## src/rtl/fcg_pkg.sv

```systemverilog
package fcg_pkg;
  localparam int unsigned DIV_W_DEF = 8;
  localparam int unsigned PER_W_DEF = 12;
  localparam int unsigned WID_W_DEF = 8;
  localparam int unsigned WL_W_DEF  = 6;
  localparam int unsigned CH_W_DEF  = 5;

  function automatic int unsigned max2(input int unsigned a, input int unsigned b);
    return (a > b) ? a : b;
  endfunction
endpackage

```

## src/rtl/fcg_ctrl.sv

```systemverilog
// Run control and shadow configuration. The settings are loaded while idle or at a frame wrap.
module fcg_ctrl #(
  parameter int unsigned DIV_W = fcg_pkg::DIV_W_DEF,
  parameter int unsigned PER_W = fcg_pkg::PER_W_DEF,
  parameter int unsigned WID_W = fcg_pkg::WID_W_DEF,
  parameter int unsigned WL_W  = fcg_pkg::WL_W_DEF,
  parameter int unsigned CH_W  = fcg_pkg::CH_W_DEF
) (
  input  logic             clk,
  input  logic             rst,
  input  logic             enable,
  input  logic [DIV_W-1:0] div_in,
  input  logic [PER_W-1:0] per_in,
  input  logic [WID_W-1:0] wid_in,
  input  logic [WL_W-1:0]  wl_in,
  input  logic [CH_W-1:0]  ch_in,
  input  logic             fs_inv_in,
  input  logic             bclk_inv_in,
  input  logic             frame_wrap,
  output logic             run,
  output logic             err,
  output logic [DIV_W-1:0] cfg_div,
  output logic [PER_W-1:0] cfg_per,
  output logic [WID_W-1:0] cfg_wid,
  output logic             cfg_fs_inv,
  output logic             cfg_bclk_inv
);
  localparam int unsigned CMP_W = fcg_pkg::max2(PER_W + 1, WL_W + CH_W);

  logic [CMP_W-1:0] frame_len;
  logic [CMP_W-1:0] need;
  logic             fits;
  logic             load;

  always_comb begin
    frame_len = CMP_W'(per_in) + CMP_W'(1);
    need      = CMP_W'(wl_in) * CMP_W'(ch_in);
    fits      = (frame_len >= need);
    load      = !run || frame_wrap;
  end

  always_ff @(posedge clk) begin
    if (rst) begin
      run          <= 1'b0;
      err          <= 1'b0;
      cfg_div      <= '0;
      cfg_per      <= '0;
      cfg_wid      <= '0;
      cfg_fs_inv   <= 1'b0;
      cfg_bclk_inv <= 1'b0;
    end else begin
      if (load) begin
        cfg_div      <= div_in;
        cfg_per      <= per_in;
        cfg_wid      <= wid_in;
        cfg_fs_inv   <= fs_inv_in;
        cfg_bclk_inv <= bclk_inv_in;
        run          <= enable && fits;
        err          <= enable && !fits;
      end
      if (!enable) begin
        run <= 1'b0;
        err <= 1'b0;
      end
    end
  end
endmodule

```

## src/rtl/fcg_bitdiv.sv

```systemverilog
// Half-period counter. The bit clock level toggles every div+1 reference cycles.
module fcg_bitdiv #(
  parameter int unsigned DIV_W = fcg_pkg::DIV_W_DEF
) (
  input  logic             clk,
  input  logic             rst,
  input  logic             run,
  input  logic [DIV_W-1:0] div,
  output logic             lvl,
  output logic             bit_end
);
  logic [DIV_W-1:0] half_cnt;
  logic             half_done;

  assign half_done = (half_cnt == div);
  assign bit_end   = run && half_done && !lvl;

  always_ff @(posedge clk) begin
    if (rst || !run) begin
      half_cnt <= '0;
      lvl      <= 1'b1;
    end else if (half_done) begin
      half_cnt <= '0;
      lvl      <= ~lvl;
    end else begin
      half_cnt <= half_cnt + 1'b1;
    end
  end
endmodule

```

## src/rtl/fcg_framecnt.sv

```systemverilog
// Bit counter within a frame and the frame-sync active window.
module fcg_framecnt #(
  parameter int unsigned PER_W = fcg_pkg::PER_W_DEF,
  parameter int unsigned WID_W = fcg_pkg::WID_W_DEF
) (
  input  logic             clk,
  input  logic             rst,
  input  logic             run,
  input  logic             bit_end,
  input  logic [PER_W-1:0] per,
  input  logic [WID_W-1:0] wid,
  output logic [PER_W-1:0] bit_cnt,
  output logic             frame_wrap,
  output logic             fs_lvl
);
  localparam int unsigned CW = fcg_pkg::max2(PER_W, WID_W);

  logic last;

  assign last       = (bit_cnt == per);
  assign frame_wrap = bit_end && last;
  assign fs_lvl     = run && (CW'(bit_cnt) <= CW'(wid));

  always_ff @(posedge clk) begin
    if (rst || !run) begin
      bit_cnt <= '0;
    end else if (bit_end) begin
      bit_cnt <= last ? '0 : bit_cnt + 1'b1;
    end
  end
endmodule

```

## src/rtl/frame_clock_gen.sv

```systemverilog
module frame_clock_gen #(
  parameter int unsigned DIV_W = fcg_pkg::DIV_W_DEF,
  parameter int unsigned PER_W = fcg_pkg::PER_W_DEF,
  parameter int unsigned WID_W = fcg_pkg::WID_W_DEF,
  parameter int unsigned WL_W  = fcg_pkg::WL_W_DEF,
  parameter int unsigned CH_W  = fcg_pkg::CH_W_DEF
) (
  input  logic             clk,
  input  logic             rst,
  input  logic             enable,
  input  logic [DIV_W-1:0] div_field,
  input  logic [PER_W-1:0] period_field,
  input  logic [WID_W-1:0] width_field,
  input  logic [WL_W-1:0]  word_len,
  input  logic [CH_W-1:0]  chan_cnt,
  input  logic             fs_invert,
  input  logic             bclk_invert,
  output logic             bclk_out,
  output logic             fsync_out,
  output logic             bw_err
);
  logic             run;
  logic             err;
  logic [DIV_W-1:0] cfg_div;
  logic [PER_W-1:0] cfg_per;
  logic [WID_W-1:0] cfg_wid;
  logic             cfg_fs_inv;
  logic             cfg_bclk_inv;
  logic             lvl;
  logic             bit_end;
  logic             frame_wrap;
  logic             fsync_lvl;
  logic             bclk_vis;
  logic [PER_W-1:0] bit_cnt;

  fcg_ctrl #(
    .DIV_W(DIV_W), .PER_W(PER_W), .WID_W(WID_W), .WL_W(WL_W), .CH_W(CH_W)
  ) u_ctrl (
    .clk(clk), .rst(rst), .enable(enable),
    .div_in(div_field), .per_in(period_field), .wid_in(width_field),
    .wl_in(word_len), .ch_in(chan_cnt),
    .fs_inv_in(fs_invert), .bclk_inv_in(bclk_invert),
    .frame_wrap(frame_wrap), .run(run), .err(err),
    .cfg_div(cfg_div), .cfg_per(cfg_per), .cfg_wid(cfg_wid),
    .cfg_fs_inv(cfg_fs_inv), .cfg_bclk_inv(cfg_bclk_inv)
  );

  fcg_bitdiv #(.DIV_W(DIV_W)) u_bitdiv (
    .clk(clk), .rst(rst), .run(run), .div(cfg_div),
    .lvl(lvl), .bit_end(bit_end)
  );

  fcg_framecnt #(.PER_W(PER_W), .WID_W(WID_W)) u_framecnt (
    .clk(clk), .rst(rst), .run(run), .bit_end(bit_end),
    .per(cfg_per), .wid(cfg_wid), .bit_cnt(bit_cnt),
    .frame_wrap(frame_wrap), .fs_lvl(fsync_lvl)
  );

  assign bclk_vis = run && lvl;

  // Output stage: all three outputs see the same single register of latency.
  always_ff @(posedge clk) begin
    if (rst) begin
      bclk_out  <= 1'b0;
      fsync_out <= 1'b0;
      bw_err    <= 1'b0;
    end else begin
      bclk_out  <= bclk_vis ^ cfg_bclk_inv;
      fsync_out <= fsync_lvl ^ cfg_fs_inv;
      bw_err    <= err;
    end
  end
endmodule

```

## config.mk

```make
export PLATFORM = sky130hd
export DESIGN_NAME = frame_clock_gen
export DESIGN_NICKNAME = d
export VERILOG_FILES = /design/src/rtl/fcg_pkg.sv /design/src/rtl/fcg_ctrl.sv /design/src/rtl/fcg_bitdiv.sv /design/src/rtl/fcg_framecnt.sv /design/src/rtl/frame_clock_gen.sv
export SDC_FILE = /design/constraint.sdc
export NUM_CORES = 1
export LEC_CHECK = 0
export ABC_AREA = 1
export BUFFER_PORTS_ARGS = -buffer_cell sky130_fd_sc_hd__buf_2
export CORE_ASPECT_RATIO = 1.2
export CORE_MARGIN = 2
export CORE_UTILIZATION = 30
export CTS_BUF_LIST = sky130_fd_sc_hd__clkbuf_16
export DETAILED_ROUTE_END_ITERATION = 8
export SLEW_MARGIN = 30
export SYNTH_ARGS = -nofsm -noshare
export SYNTH_HDL_FRONTEND = slang
export SYNTH_SLANG_ARGS = --single-unit
```

## constraint.sdc

```tcl
create_clock -name clk -period 5.7 [get_ports clk]
set_clock_uncertainty 0.2 [all_clocks]
set_input_delay 0.855 -clock clk [delete_from_list [all_inputs] [get_ports clk]]
set_output_delay 0.855 -clock clk [all_outputs]
set_load 0.01 [all_outputs]
```

==> flow_metrics.env, run 1 <==
export IMPL_synth_top_family_by_area="simple AND/OR/NAND/NOR gates"
export IMPL_clkSinkCount=56
export IMPL_post_layout_nonfiller_instances=945
export IMPL_die_h_um=141
export IMPL_dp_cells=937
export IMPL_hold_viol_final=0
export IMPL_critical_path_required_ns=5.70
export IMPL_vias=4062
export IMPL_ys_async_sr_fraction_pct=0
export IMPL_cts_setup_buffers=0
export IMPL_drive_gt1_share_pct=13.3
export IMPL_worstSetupPathType="in -> reg"
export IMPL_gp_congestion=0.830
export IMPL_synth_common_cells="204 x nand2_1, 135 x inv_1, 56 x dfxtp_1"
export IMPL_synth_simple_gate_area_share_pct=35.6
export IMPL_worst_slack_ns=0.820
export IMPL_dr_pass1_iters=5
export IMPL_synth_edf_count=0
export IMPL_cts_max_level=2
export IMPL_viasPerCell=4.30
export IMPL_cts_root_buffer="clkbuf_16"
export IMPL_ir_drop_mv=0.102
export IMPL_wl_met3_um=397
export IMPL_slew_headroom_pct=49.3
export IMPL_post_dp_cell_area_sq_um=5080
export IMPL_cp_arrival_ns=4.88
export IMPL_cpMostUsedCell="nand2_1"
export IMPL_synth_area_sq_um=4710
export IMPL_grt_pass1_wl_um=17100
export IMPL_grt_start_max_net_pins=39
export IMPL_maxUsedRoutingLayer="met4"
export IMPL_max_cap_viol_count=0
export IMPL_syn_nets=793
export IMPL_hold_path_class="reg -> reg"
export IMPL_synth_seq_cells=56
export IMPL_io_buffers=46
export IMPL_antenna_found_initial=0
export IMPL_first_iter_violations=106
export IMPL_finalSetupViolCount=0
export IMPL_nets=833
export IMPL_power_density_nw_per_um2=213
export IMPL_antenna_cells=0
export IMPL_clock_latency_ns=0.30
export IMPL_cts_tree="built"
export IMPL_synth_area_per_cell_sq_um=6.76
export IMPL_die_w_um=118
export IMPL_clkSlewWorstSetupHoldPaths_ns=0.08
export IMPL_synth_cells=696
export IMPL_layout_min_cycle_time_ns=4.88
export IMPL_rsz0062_at_grt="false"
export IMPL_drc=0
export IMPL_ys_types=32
export IMPL_timing_fmax_ghz=0.205
export IMPL_fill_cells=1709
export IMPL_yosysMostFrequentCell="nand2_1"
export IMPL_cts_max_path_buffers=2
export IMPL_netlist_area_leader_share_pct=23.8
export IMPL_synth_area_mux_share_pct=0
export IMPL_fin_setup_tns_ns=0
export IMPL_p_leak_uw=0.00284
export IMPL_drt_total_wl_um=10100
export IMPL_synthAdderAreaFrac_pct=16.0
export IMPL_track_usage_pct=12.4
export IMPL_die_area_sq_um=16700
export IMPL_wl_per_cell_um=10.7
export IMPL_crit_path_start_kind="input port"
export IMPL_ios=47
export IMPL_place_hpwl_um=8030
export IMPL_yosysWarnings=0
export IMPL_crit_fanout=6
export IMPL_grt_pass1_vias=3815
export IMPL_core_sq_um=15500
export IMPL_num_rows=50
export IMPL_cts_resized=0
export IMPL_start_util_pct=30.5
export IMPL_cts_hold_buf=0
export IMPL_synthTopCellsByArea="dfxtp_1 24%, nand2_1 16%, ha_1 11%"
export IMPL_yosysTopAreaCell="dfxtp_1"
export IMPL_max_stage_delay_ns=0.54
export IMPL_ant_nets=0
export IMPL_drt_met1_wl_um=4490
export IMPL_endpoint_kind="flop"
export IMPL_global_route_overflow_total=0
export IMPL_status="completed"
export IMPL_synth_xor_area_share_pct=6.88
export IMPL_slew_violations=0
export IMPL_fin_crit_sh_pct=85.6
export IMPL_synth_compound_area_share_pct=4.04
export IMPL_ys_seq_area_share_pct=23.8
export IMPL_stdcell_area_sq_um=5230
export IMPL_dp_slack_ns=0.475
export IMPL_numCtsBuffers=5
export IMPL_crit_slowest_cell="fa_1"
export IMPL_synth_main_ff_cell="dfxtp_1"
export IMPL_wl_met2_um=5010
export IMPL_syn_to_final_growth_pct=11.1
export IMPL_max_slew_worst_pin_slew_ns=0.758
-- final timing paths --
kind | from | end | slack, ns | cells past startpoint
worst min register to register | u_ctrl.err | bw_err | 0.29 | 2
worst min-delay path | u_ctrl.err | bw_err | 0.29 | 2
worst max register to register | u_framecnt.bit_cnt[0] | u_framecnt.bit_cnt[7] | 3.54 | 12
worst max-delay path | chan_cnt[4] | u_ctrl.run | 0.82 | 26
-- state kept, by name, indices dropped and copies added (netlist names) --
signal and cells:
u_ctrl.cfg_per 12, u_framecnt.bit_cnt 12, u_bitdiv.half_cnt 8, u_ctrl.cfg_div 8
u_ctrl.cfg_wid 8, bclk_out 1, bw_err 1, fsync_out 1
u_bitdiv.lvl 1, u_ctrl.cfg_bclk_inv 1, u_ctrl.cfg_fs_inv 1, u_ctrl.err 1
u_ctrl.run 1
-- cell usage in the layout, fill, tap and decap left out, drive strengths merged --
| cell | instances |
|---|---|
| inv | 139 |
| nand4 | 5 |
| dfxtp | 56 |
| o21ai | 6 |
| clkbuf | 5 |
| nand2 | 237 |
| fa | 12 |
| o211ai | 2 |
| nor2 | 45 |
| xor2 | 23 |
| nor3 | 11 |
| and2 | 1 |
| nor2b | 1 |
| buf | 47 |
| clkinv | 2 |
| nor3b | 3 |
| nor4 | 1 |
| nand3b | 18 |
| a21oi | 29 |
| nand3 | 39 |
| ha | 41 |
| xnor2 | 14 |
-- metrics by stage --
stage | hold WS, ns | power (uW) | util, %
2_1_floorplan | 0.210 | 721 | -
3_3_place_gp | 0.265 | 799 | 32.9
3_5_place_dp | 0.272 | 802 | 32.9
4_1_cts | 0.288 | 1130 | 33.9
5_1_grt | 0.315 | 1200 | 33.9
6_report | 0.291 | 1110 | 33.9
-- power breakdown --
group	switching [uW]	internal (uW)	total, uW
logic	212	149	361
registers	12.0	416	428
clock network	158	167	325
-- logic make-up after synthesis --
logic type      after synthesis
fa+ha+maj                    53
simple gates                361
compound gates               37
flops                        56
buf+inv                     152
xor+xnor                     37
-- final cells by class --
class	count	area, sq um	share of cell area, %
Sequential cell	56	1120	21.4
Clock buffer	5	125	2.39
Tap cell	208	260	4.97
Timing Repair Buffer	47	238	4.54
Inverter	138	518	9.90
Clock inverter	3	26.3	0.502
Multi-Input combinational cell	488	2940	56.3
-- metal layers --
metal | global-route usage, % | vias to the layer above
met1 | 14.1 | 1803
li1 | - | 2190
met4 | 4.82 | 0
met3 | 2.27 | 14
met5 | 0 | -
met2 | 22.9 | 55
-- critical path, delay by kind of cell --
kind                     cells  cell delay (ns)
adder cells (fa/ha/maj)      5             2.20
AO/OA/AOI/OAI                3             0.55
XOR/XNOR                     1             0.14
AND/OR/NAND/NOR             12             0.82
buffers and inverters        5             0.31
No activity file was read; power rests on OpenSTA's default activity.
==> inputs of run 2 (changes only) <==
Clock period 5.7 ns to 4.06 ns, I/O delays scaled along.
==> flow_metrics.env, run 2 (synthesis gave the netlist of run 1 again) <==
export IMPL_post_dp_cell_area_sq_um=5300
export IMPL_wl_per_cell_um=10.7
export IMPL_finalSetupViolCount=2
export IMPL_vias=4126
export IMPL_track_usage_pct=12.6
export IMPL_worst_slack_ns=-0.126
export IMPL_core_sq_um=15500
export IMPL_worstSetupPathType="in -> reg"
export IMPL_ir_drop_mv=0.197
export IMPL_clkSlewWorstSetupHoldPaths_ns=0.08
export IMPL_place_hpwl_um=8110
export IMPL_dr_pass1_iters=4
export IMPL_top_regs="u_ctrl.cfg_per (12), u_framecnt.bit_cnt (12)"
export IMPL_cts_root_buffer="clkbuf_16"
export IMPL_cp_arrival_ns=4.19
export IMPL_io_buffers=46
export IMPL_reg2reg_depth=9
export IMPL_r2r_setup_slack_ns=1.86
export IMPL_rsz0062_at_grt="true"
export IMPL_gp_congestion=0.808
export IMPL_min_to="bw_err"
export IMPL_hold_depth=2
export IMPL_nets=858
export IMPL_fin_crit_sh_pct=103
export IMPL_crit_fanout=3
export IMPL_hp_start="u_ctrl.err"
export IMPL_dp_cells=961
export IMPL_endpoint_kind="flop"
export IMPL_antenna_found_initial=2
export IMPL_cts_hold_buf=0
export IMPL_start_util_pct=30.5
export IMPL_cts_tree="built"
export IMPL_power_density_nw_per_um2=302
export IMPL_die_area_sq_um=16700
export IMPL_layout_commonest_cell="nand2_1"
export IMPL_cts_max_level=2
export IMPL_layout_min_cycle_time_ns=4.19
export IMPL_die_w_um=118
export IMPL_total_power_uw=1670
export IMPL_numCtsBuffers=5
export IMPL_critical_path_required_ns=4.07
export IMPL_hold_viol_final=0
export IMPL_drive_gt1_share_pct=18.2
export IMPL_status="finished, violations left"
export IMPL_ios=47
export IMPL_max_cap_viol_count=0
export IMPL_slew_headroom_pct=48.1
export IMPL_cts_max_path_buffers=2
export IMPL_syn_to_final_growth_pct=17.4
export IMPL_final_cell_mix="201 x nand2_1, 130 x inv_1, 56 x dfxtp_1, 42 x buf_2, 39 x nor2_1"
export IMPL_dp_slack_ns=-0.519
export IMPL_global_route_overflow_total=0
export IMPL_p_leak_uw=0.00298
export IMPL_worstReg2RegStart="u_framecnt.bit_cnt[2]"
export IMPL_stdcell_area_sq_um=5530
export IMPL_grt_start_max_net_pins=39
export IMPL_r2r_end="u_framecnt.bit_cnt[7]"
export IMPL_violations="setup timing"
export IMPL_ant_nets=0
export IMPL_fin_setup_tns_ns=-0.240
export IMPL_grt_pass1_vias=3874
export IMPL_viasPerCell=4.25
export IMPL_drc=0
export IMPL_grt_pass1_wl_um=17400
export IMPL_drt_total_wl_um=10400
export IMPL_clock_latency_ns=0.30
export IMPL_slew_violations=0
export IMPL_timing_fmax_ghz=0.239
export IMPL_max_slew_worst_pin_slew_ns=0.776
export IMPL_die_h_um=141
export IMPL_first_iter_violations=146
export IMPL_num_rows=50
export IMPL_crit_path_start_kind="input port"
export IMPL_clkSinkCount=56
export IMPL_hold_path_class="reg -> reg"
export IMPL_post_layout_nonfiller_instances=971
==> run 2: how the worst max path moves through the flow <==
stage	cells past startpoint	end	startpoint	slack, ns
2_1_floorplan	25	u_ctrl.run	chan_cnt[2]	-0.25
3_3_place_gp	26	u_ctrl.run	chan_cnt[2]	-0.47
3_5_place_dp	26	u_ctrl.run	chan_cnt[2]	-0.52
4_1_cts	26	u_ctrl.run	word_len[2]	-0.18
5_1_grt	27	u_ctrl.err	word_len[2]	-0.36
6_report	26	u_ctrl.run	word_len[2]	-0.13
==> run 2: area by class of cell <==
class / count / area, sq um
well taps: 208 / 260
fillers: 1685 / 9920
repair buffers: 72 / 454
clock buffers: 5 / 125
diodes: 1 / 2.50
multi-input cells: 488 / 3020
inverters: 138 / 518
flip-flops and latches: 56 / 1120
clock inverters: 3 / 25.0
==> run 2: what timing repair did <==
action                                  4_1_cts  5_1_grt
endpoints found under the setup margin        2        2
setup buffers                                 1        0
pin swaps                                    20       10
gates resized for setup                      11        5
==> run 2: routing by layer <==
metal	part of all wire [%]	routed length, um	vias to the layer above	track usage [%]
li1	-	-	2241	-
met3	3.6	373	11	2.31
met1	43	4500	1821	14.6
met4	2.1	222	0	4.44
met5	0	0	-	0
met2	51	5270	53	23.1
==> run 2: where the power goes <==
| part | internal (uW) | switching (uW) | total (uW) |
|---|---|---|---|
| logic | 276 | 330 | 606 |
| registers | 584 | 16.9 | 601 |
| clock network | 234 | 228 | 462 |
==> run 2: stage by stage <==
stage | hold WS, ns | utilization (%)
finish | 0.287 | 35.8
global route | 0.325 | 35.8
CTS | 0.283 | 35.6
detailed placement | 0.270 | 34.3
global placement | 0.270 | 34.3
floorplan | 0.210 | -
==> run 2: critical path: stages <==
cell and delay, ns:
buf_8 0.10, nand2_4 0.06, inv_2 0.03, fa_1 0.52, inv_1 0.05, fa_1 0.45, fa_1 0.50, inv_2 0.05
ha_4 0.24, a21oi_2 0.14, o21ai_2 0.07, a21oi_1 0.12, nor2_1 0.05, nor2_1 0.12, xor2_1 0.17, ha_1 0.26
nand2_1 0.08, inv_2 0.04, nand3_2 0.05, nor2_1 0.04, nor2_1 0.10, nand2_1 0.06, nand2_1 0.07, nand2_1 0.05
a21oi_1 0.11, nor2_1 0.06
==> inputs of run 3 (changes only) <==
Settings changed: PLACE_DENSITY set to 0.52, RECOVER_POWER set to 25.
==> flow_metrics.env, run 3 (synthesis gave the netlist of run 1 again) <==
export IMPL_status="finished, violations left"
export IMPL_violations="setup timing"
export IMPL_crit_fanout=3
export IMPL_finalSetupViolCount=2
export IMPL_cp_arrival_ns=4.15
export IMPL_ios=47
export IMPL_crit_path_start_kind="input port"
export IMPL_use_met3_pct=2.14
export IMPL_crit_end="u_ctrl.run"
export IMPL_grt_start_max_net_pins=39
export IMPL_ant_nets=0
export IMPL_max_slew_worst_pin_slew_ns=0.995
export IMPL_final_cell_mix="202 x nand2_1, 131 x inv_1, 56 x dfxtp_1, 40 x nor2_1"
export IMPL_viasPerCell=4.20
export IMPL_dr_pass1_iters=4
export IMPL_slew_violations=0
export IMPL_start_util_pct=30.5
export IMPL_cts_tree="built"
export IMPL_die_h_um=141
export IMPL_clock_latency_ns=0.30
export IMPL_busiest_layer="met2"
export IMPL_rsz0062_at_grt="true"
export IMPL_grtUsageMet1_pct=15.2
export IMPL_core_sq_um=15500
export IMPL_drive_gt1_share_pct=16.6
export IMPL_endpoint_kind="flop"
export IMPL_drc=0
export IMPL_antenna_cells=0
export IMPL_post_layout_nonfiller_instances=967
export IMPL_hold_viol_final=0
export IMPL_layout_commonest_cell="nand2_1"
export IMPL_worst_slack_ns=-0.0977
export IMPL_die_w_um=118
export IMPL_clkSinkCount=56
export IMPL_grt_pass1_vias=3989
export IMPL_timing_fmax_ghz=0.241
export IMPL_top_regs="u_ctrl.cfg_per (12), u_framecnt.bit_cnt (12)"
export IMPL_drt_total_wl_um=10600
export IMPL_ir_drop_mv=0.197
export IMPL_track_usage_pct=13.3
export IMPL_die_area_sq_um=16700
export IMPL_hold_path_class="reg -> reg"
export IMPL_grtUsageMet2_pct=25.2
export IMPL_clkSlewWorstSetupHoldPaths_ns=0.07
export IMPL_grt_pass1_wl_um=18200
export IMPL_cts_setup_buffers=0
export IMPL_critical_path_required_ns=4.06
export IMPL_r2r_end="u_framecnt.bit_cnt[7]"
export IMPL_dp_cells=959
export IMPL_worstSetupPathType="in -> reg"
export IMPL_power_density_nw_per_um2=309
export IMPL_max_cap_viol_count=0
export IMPL_numCtsBuffers=5
export IMPL_cts_max_path_buffers=2
export IMPL_cts_max_level=2
export IMPL_utilization_pct=35.5
export IMPL_io_buffers=46
export IMPL_slew_headroom_pct=33.6
export IMPL_cts_root_buffer="clkbuf_16"
export IMPL_antenna_found_initial=1
export IMPL_fill_cells=1706
export IMPL_r2r_setup_slack_ns=1.84
export IMPL_fin_crit_sh_pct=102
export IMPL_place_hpwl_um=8450
export IMPL_gp_congestion=0.798
export IMPL_cp_startpoint="word_len[3]"
export IMPL_reg2reg_depth=12
export IMPL_num_rows=50
export IMPL_vias=4059
export IMPL_first_iter_violations=143
export IMPL_global_route_overflow_total=0
export IMPL_syn_to_final_growth_pct=16.5
export IMPL_nets=855
export IMPL_worstReg2RegStart="u_framecnt.bit_cnt[0]"
export IMPL_layout_min_cycle_time_ns=4.16
export IMPL_p_leak_uw=0.00295
export IMPL_wl_per_cell_um=10.9
-- run 3: changes by cell type in the layout (fill, tap and decap cells not counted), sizes merged --
cell	delta
clkbuf	+4
inv	-1
buf	-7
bufinv	+1
diode	-1
-- run 3: final cells by class --
class | count | area (sq um) | share of cell area (%)
Multi-Input combinational cell | 488 | 2990 | 54.5
Clock buffer | 5 | 125 | 2.28
Timing Repair Buffer | 69 | 424 | 7.73
Inverter | 138 | 518 | 9.44
Clock inverter | 3 | 46.3 | 0.844
Sequential cell | 56 | 1120 | 20.4
Tap cell | 208 | 260 | 4.74
-- run 3: report_power, final --
group	internal, uW	switching (uW)
Combinational	265	323
Sequential	584	16.9
Clock	294	215
Total	1140	555
-- run 3: critical path, stage by stage --
cell and delay, ns:
buf_8 0.10, nand2_4 0.06, inv_2 0.03, fa_1 0.52
inv_1 0.05, fa_1 0.45, fa_1 0.51, inv_2 0.05
ha_4 0.27, nand2_2 0.05, o21ai_2 0.15, a21oi_1 0.08
nor2_1 0.11, nor2_1 0.05, xor2_1 0.16, ha_1 0.29
nand2_1 0.08, inv_2 0.04, nand3_2 0.05, nor2_1 0.04
nor2_1 0.09, nand2_1 0.05, nand2_1 0.07, nand2_1 0.05
a21oi_1 0.11, nor2_1 0.05
-- run 3: what timing repair did --
action                     4_1_cts  5_1_grt
resized for setup               10        2
hold endpoints to repair         0        0
hold buffers                     0        0
pin swaps                        7        3
setup endpoints to repair        2        2
-- run 3: layer usage --
| layer | vias to the layer above | routed length [um] |
|---|---|---|
| li1 | 2231 | - |
| met1 | 1783 | 4750 |
| met2 | 37 | 5410 |
| met3 | 8 | 284 |
| met4 | 0 | 144 |
| met5 | - | 0 |
-- run 3: worst min-delay path by stage --
stage	from	to	slack, ns	cells after the start
after CTS	u_ctrl.err	bw_err	0.30	2
after global placement	u_ctrl.err	bw_err	0.27	2
after detailed placement	u_ctrl.err	bw_err	0.28	2
after global routing	u_ctrl.err	bw_err	0.32	2
after floorplan	u_ctrl.err	bw_err	0.21	2
final	u_ctrl.err	bw_err	0.28	2
-- run 3: metrics by stage --
stage | power [uW] | hold slack [ns] | setup slack, ns | instance area, sq um | setup TNS (ns)
floorplan | 1030 | 0.210 | -0.252 | 4750 | -0.474
global placement | 1200 | 0.273 | -0.489 | 5290 | -0.957
finish | 1700 | 0.284 | -0.0977 | 5490 | -0.190
global route | 1840 | 0.317 | -0.461 | 5490 | -0.865
detailed placement | 1200 | 0.279 | -0.531 | 5290 | -1.04
CTS | 1730 | 0.298 | -0.125 | 5490 | -0.245
